`src/rtl/uart_rb_pkg.sv`:
```
package uart_rb_pkg;
  localparam int unsigned DATA_W   = 32;
  localparam int unsigned BYTE_W   = 8;
  localparam int unsigned WM_LSB   = 16;
  localparam int unsigned WM_W     = 3;
  localparam int unsigned EN_TX    = 0;
  localparam int unsigned EN_RX    = 1;
  localparam logic [DATA_W-1:0] RX_EMPTY_WORD = 32'h8000_0000;

  // word index of each register (byte offset / 4)
  typedef enum logic [2:0] {
    IDX_TXD  = 3'd0,
    IDX_RXD  = 3'd1,
    IDX_TXC  = 3'd2,
    IDX_RXC  = 3'd3,
    IDX_IE   = 3'd4,
    IDX_IP   = 3'd5,
    IDX_DIV  = 3'd6,
    IDX_NONE = 3'd7
  } reg_idx_e;
endpackage

```
`src/rtl/uart_rb_fifo.sv`:
```
module uart_rb_fifo #(
  parameter int unsigned DEPTH = 8,
  parameter int unsigned WIDTH = 8,
  localparam int unsigned AW = (DEPTH > 1) ? $clog2(DEPTH) : 1,
  localparam int unsigned CW = $clog2(DEPTH + 1)
) (
  input  logic             clk,
  input  logic             rst,
  input  logic             push,
  input  logic [WIDTH-1:0] push_data,
  input  logic             pop,
  output logic [WIDTH-1:0] head,
  output logic [CW-1:0]    count,
  output logic [CW-1:0]    count_nxt,
  output logic             full,
  output logic             empty
);
  logic [WIDTH-1:0] mem [DEPTH];
  logic [AW-1:0]    wr_ptr, rd_ptr;
  logic             push_ok, pop_ok;

  assign full    = (count == CW'(DEPTH));
  assign empty   = (count == '0);
  assign push_ok = push && !full;
  assign pop_ok  = pop && !empty;
  assign head    = mem[rd_ptr];

  always_comb begin
    count_nxt = count;
    if (push_ok && !pop_ok)      count_nxt = count + 1'b1;
    else if (pop_ok && !push_ok) count_nxt = count - 1'b1;
  end

  function automatic logic [AW-1:0] bump(input logic [AW-1:0] p);
    return (p == AW'(DEPTH - 1)) ? '0 : p + 1'b1;
  endfunction

  always_ff @(posedge clk) begin
    if (push_ok) mem[wr_ptr] <= push_data;
  end

  always_ff @(posedge clk) begin
    if (rst) begin
      wr_ptr <= '0;
      rd_ptr <= '0;
      count  <= '0;
    end else begin
      if (push_ok) wr_ptr <= bump(wr_ptr);
      if (pop_ok)  rd_ptr <= bump(rd_ptr);
      count <= count_nxt;
    end
  end
endmodule

```
`src/rtl/uart_rb_irq.sv`:
```
module uart_rb_irq #(
  parameter int unsigned CW   = 4,
  parameter int unsigned WM_W = 3
) (
  input  logic [WM_W-1:0] tx_mark,
  input  logic [WM_W-1:0] rx_mark,
  input  logic [CW-1:0]   occ,
  input  logic            en_tx_nxt,
  input  logic            en_rx_nxt,
  input  logic [CW-1:0]   occ_nxt,
  output logic [1:0]      pend,
  output logic            irq_nxt
);
  always_comb begin
    pend[0] = (tx_mark != '0);
    pend[1] = (32'(occ) > 32'(rx_mark));
    irq_nxt = en_tx_nxt || (en_rx_nxt && (occ_nxt != '0));
  end
endmodule

```
`src/rtl/uart_regblock.sv`:
```
module uart_regblock
  import uart_rb_pkg::*;
#(
  parameter int unsigned ADDR_W = 5,
  parameter int unsigned DEPTH  = 8,
  localparam int unsigned IW = ADDR_W - 2,
  localparam int unsigned CW = $clog2(DEPTH + 1)
) (
  input  logic              clk,
  input  logic              rst,
  input  logic              req_valid,
  input  logic              req_write,
  input  logic [ADDR_W-1:0] req_addr,
  input  logic [3:0]        req_be,
  input  logic [31:0]       req_wdata,
  output logic              rsp_valid,
  output logic [31:0]       rsp_rdata,
  input  logic              rx_valid,
  input  logic [7:0]        rx_data,
  output logic              rx_ready,
  output logic              tx_valid,
  output logic [7:0]        tx_data,
  output logic              irq
);
  logic [IW-1:0]     idx;
  logic              acc, wr_en, rd_en, pop;
  logic [DATA_W-1:0] ie_q, txc_q, rxc_q, div_q, ie_nxt;
  logic [DATA_W-1:0] rd_word;
  logic [BYTE_W-1:0] head;
  logic [CW-1:0]     occ, occ_nxt;
  logic              full, empty;
  logic [1:0]        pend;
  logic              irq_nxt;

  assign idx   = req_addr[ADDR_W-1:2];
  assign acc   = req_valid && (req_be == 4'hF);
  assign wr_en = acc && req_write;
  assign rd_en = acc && !req_write;
  assign pop   = rd_en && (idx == IW'(IDX_RXD));

  assign rx_ready = !full;

  uart_rb_fifo #(.DEPTH(DEPTH), .WIDTH(BYTE_W)) u_fifo (
    .clk(clk), .rst(rst),
    .push(rx_valid), .push_data(rx_data),
    .pop(pop), .head(head),
    .count(occ), .count_nxt(occ_nxt),
    .full(full), .empty(empty)
  );

  assign ie_nxt = (wr_en && idx == IW'(IDX_IE)) ? req_wdata : ie_q;

  uart_rb_irq #(.CW(CW), .WM_W(WM_W)) u_irq (
    .tx_mark(txc_q[WM_LSB +: WM_W]),
    .rx_mark(rxc_q[WM_LSB +: WM_W]),
    .occ(occ),
    .en_tx_nxt(ie_nxt[EN_TX]),
    .en_rx_nxt(ie_nxt[EN_RX]),
    .occ_nxt(occ_nxt),
    .pend(pend),
    .irq_nxt(irq_nxt)
  );

  always_comb begin
    rd_word = '0;
    if (idx == IW'(IDX_RXD))      rd_word = empty ? RX_EMPTY_WORD : DATA_W'(head);
    else if (idx == IW'(IDX_TXC)) rd_word = txc_q;
    else if (idx == IW'(IDX_RXC)) rd_word = rxc_q;
    else if (idx == IW'(IDX_IE))  rd_word = ie_q;
    else if (idx == IW'(IDX_IP))  rd_word = DATA_W'(pend);
    else if (idx == IW'(IDX_DIV)) rd_word = div_q;
  end

  always_ff @(posedge clk) begin
    if (rst) begin
      ie_q      <= '0;
      txc_q     <= '0;
      rxc_q     <= '0;
      div_q     <= '0;
      rsp_valid <= 1'b0;
      rsp_rdata <= '0;
      tx_valid  <= 1'b0;
      tx_data   <= '0;
      irq       <= 1'b0;
    end else begin
      ie_q      <= ie_nxt;
      if (wr_en && idx == IW'(IDX_TXC)) txc_q <= req_wdata;
      if (wr_en && idx == IW'(IDX_RXC)) rxc_q <= req_wdata;
      if (wr_en && idx == IW'(IDX_DIV)) div_q <= req_wdata;
      rsp_valid <= rd_en;
      rsp_rdata <= rd_en ? rd_word : '0;
      tx_valid  <= wr_en && (idx == IW'(IDX_TXD));
      tx_data   <= (wr_en && idx == IW'(IDX_TXD)) ? req_wdata[7:0] : tx_data;
      irq       <= irq_nxt;
    end
  end
endmodule

```
`config.mk`:
```
export PLATFORM = sky130hd
export DESIGN_NAME = uart_regblock
export DESIGN_NICKNAME = d
export VERILOG_FILES = /design/src/rtl/uart_rb_pkg.sv /design/src/rtl/uart_rb_fifo.sv /design/src/rtl/uart_rb_irq.sv /design/src/rtl/uart_regblock.sv
export SDC_FILE = /design/constraint.sdc
export NUM_CORES = 1
export LEC_CHECK = 0
export CORE_UTILIZATION = 40
export DETAILED_ROUTE_END_ITERATION = 8
export DONT_BUFFER_PORTS = 1
export SYNTH_ARGS = -nofsm -noshare
export SYNTH_HDL_FRONTEND = slang
export SYNTH_HIERARCHICAL = 1
export SYNTH_SLANG_ARGS = --single-unit
export TNS_END_PERCENT = 5
```
`constraint.sdc`:
```
create_clock -name clk -period 4.07 [get_ports clk]
set_input_delay 1.221 -clock clk [delete_from_list [all_inputs] [get_ports clk]]
set_output_delay 1.221 -clock clk [all_outputs]
set_load 0.01 [all_outputs]
```
==> qor.txt <==
Nets@finish -> 1014
Vias per inst -> 5.39
Filler Cell Count -> 2211
Pre-CTS WS -> 732 ps
Yosys warning total -> 6
Worst path arrival time -> 1740 ps
Drt initial violations -> 525
Setup tns final -> 0 ps
WHS -> 453 ps
Number of port buffers -> 0
Post-layout minimum cycle time -> 2960 ps
Crit-path slowest cell -> dfxtp_1
Clock latency on the worst-skew pair -> 540 ps
Largest net degree at the start of global routing -> 152
Number of post-CTS setup repair buffers -> 0
Status -> completed
Syn Nets -> 1033
Crit-path cells -> inv_1, ha_1, nand3b_1, inv_1, inv_1
Final Setup Violations -> 0
Final instance area -> 11000 sq um
Root Driver -> clkbuf_16
Register bit total from synthesis -> 248
Final worst slack -> 1110 ps
Crit-path most repeated cell -> inv_1
FMAX -> 0.338 GHz
Crit path capture type -> primary output
Headroom to the max-slew limit -> 38.2%
Final hold violation count -> 0
PwrDens -> 478 nW/um^2
Hold buffers post-CTS -> 0
TritonCTS clock tree -> built
Die area -> 25100 sq um
Layout cell share with drive strength beyond 1 -> 8.97%
Crit-path max FO -> 6
Clock Sinks -> 248
Initial Util -> 41.2%
Mapped Area -> 9780 sq um
Final Non-Filler Cells -> 1289
Total GRT Usage -> 19.3%
Post-synthesis sequential area ratio -> 57.3%
Area delta synth->final -> 12.3%
Fin crit share -> 72.7%
Worst EP required -> 2850 ps
Maximum buffer depth of the clock tree -> 3
Post-synthesis average cell area -> 10.1 sq um
Post-synth EDFFs -> 64
Netlist cell types -> 54
Worst path max stage delay -> 410 ps
ANT cells -> 0
Buffers & Inverters on Critical Path -> 3
RSZ-0062 raised after global routing -> false
Max-cap violations -> 0
Post-DP Area -> 10000 sq um
Final Max Tran Viols -> 0
Synth Instances -> 970
Number of buffers created by CTS -> 27
DR WL/cell -> 18.6 um
Initial antenna violation count -> 0
Leak -> 0.00355 uW
TritonRoute pass-1 iters -> 5
Post-route clock skew -> 7.37 ps
DRC -> 0
Grt total ovfl -> 0
# H-tree levels -> 1
Io pins -> 98
Max VDD drop -> 0.430 mV
Drt total wl -> 24000 um
Post-cts resize count -> 0
Global-route wire length before repair -> 36700 um
CORE AREA -> 23800 sq um
Fraction of registers with async set or reset after synthesis -> 0%
Vias in the first global route -> 6549
Final ANT Viol Nets -> 0
Crit Path Category -> reg2out
Worst-Margin Slew -> 923 ps
Standard-cell rows -> 56
HP Class -> reg2reg
Clock slew seen by the registers of the worst setup and hold paths -> 60 ps
Via count -> 6949
Placed Cells -> 1241
Worst path top cell family by delay -> flip-flops
Placer congestion estimate -> 0.832
Critical Path Source Type -> flip-flop
Die Wd -> 158 um
Final HPWL DP -> 14800 um
Die Ht -> 158 um
Top_reg_cell synth -> dfxtp_1
## power breakdown
group	internal, uW	switching, uW	total (uW)
clock network	1570	982	2550
logic	56.2	79.5	136
registers	2550	13.0	2560
## routing by layer
| layer | GRT usage (%) | vias to the layer above | part of all wire [%] |
|---|---|---|---|
| li1 | - | 3370 | - |
| met4 | 5.13 | 0 | 1.8 |
| met5 | 0 | - | 0 |
| met2 | 32.5 | 232 | 47 |
| met1 | 24.5 | 3310 | 43 |
| met3 | 4.84 | 37 | 8.1 |
## registers in the layout, indices dropped and copies added, names as in the netlist, named ones only
signal,cells
div_q,32
ie_q,32
irq,1
rsp_rdata,32
rsp_valid,1
rxc_q,32
tx_data,8
tx_valid,1
txc_q,32
u_fifo/count,4
u_fifo/mem,64
u_fifo/rd_ptr,3
u_fifo/wr_ptr,3
## tightest hold or removal path: stages (launching register included)
cell	delay, ps
dfxtp_1	310
nand2_1	50
a21oi_1	50
## cell usage after synthesis, types with 6 or more instances
library cell	number	area share (%)
edfxtp_1	64	20
ha_1	9	1.2
mux2i_1	22	2.3
dfxtp_1	184	38
mux2_2	11	1.3
a21oi_1	156	8.0
inv_1	14	0.54
a22o_1	6	0.54
mux4_1	15	4.0
nand2b_1	7	0.45
o21ai_0	7	0.36
clkbuf_1	44	1.7
a22oi_1	46	3.5
nor2b_1	7	0.45
nand3_1	6	0.31
nor3_1	6	0.31
nor2_1	18	0.69
nand2_1	266	10
buf_2	16	0.82
## per-stage QoR
| step | util [%] | power [uW] |
|---|---|---|
| 2_1_floorplan | - | 2740 |
| 4_1_cts | 46.2 | 5300 |
| 5_1_grt | 46.2 | 5420 |
| 3_5_place_dp | 42.3 | 2750 |
| 3_3_place_gp | 42.3 | 2750 |
| 6_report | 46.2 | 5250 |
## kinds of logic after synthesis
group	share of synthesized area, %
AOI/OAI and AO/OA	14.7
adders and majority gates	1.15
DFF	57.3
muxes	7.89
xor gates and xnor gates	0.269
buffers and inverters	3.71
and+or+nand+nor	15.0
## final cells by class
class / count / area, sq um / share of cell area (%)
clock buffers: 33 / 718 / 6.54
clock inverters: 15 / 216 / 1.97
inverters: 14 / 52.6 / 0.479
repair buffers: 19 / 155 / 1.41
flip-flops and latches: 248 / 5610 / 51.0
multi-input cells: 641 / 3830 / 34.9
well taps: 319 / 399 / 3.63
## placed cells by master (no fill, tap or decap), drive strengths merged, types with 3 or more instances in the layout
cell      Yosys  final
a211oi        4      4
o21ai         8      8
buf          23     19
or3           3      3
nor2b         7      7
a32o          4      4
mux4         16     16
o22a          4      4
xnor2         3      3
nor4          3      3
edfxtp       64     64
nand3         7      7
a22oi        46     46
a22o          6      6
nor2         18     18
mux2i        22     22
nand2       266    266
a21oi       156    156
clkinv        0      5
dfxtp       184    184
clkbuf       44     33
nor3b         3      3
inv          14     16
bufinv        0      5
ha            9      9
mux2         12     12
nor3          8      8
o22ai         5      5
and3          4      4
nand2b        7      7
clkinvlp      0      3
nand3b        5      5
## final timing paths
| check | from | endpoint | slack (ps) | cells after the start |
|---|---|---|---|---|
| worst max-delay path | u_fifo/count[0]$_SDFF_PP0_ | rx_ready | 1110 | 5 |
| worst min-delay path | div_q[22]$_SDFFE_PP0P_ | div_q[22]$_SDFFE_PP0P_ | 450 | 2 |
| worst max register to register | u_fifo/count[0]$_SDFF_PP0_ | u_fifo/mem[1][0]$_DFFE_PP_ | 1440 | 7 |
| worst min register to register | div_q[22]$_SDFFE_PP0P_ | div_q[22]$_SDFFE_PP0P_ | 450 | 2 |
Note: power is estimated with default switching activity, not from simulation.
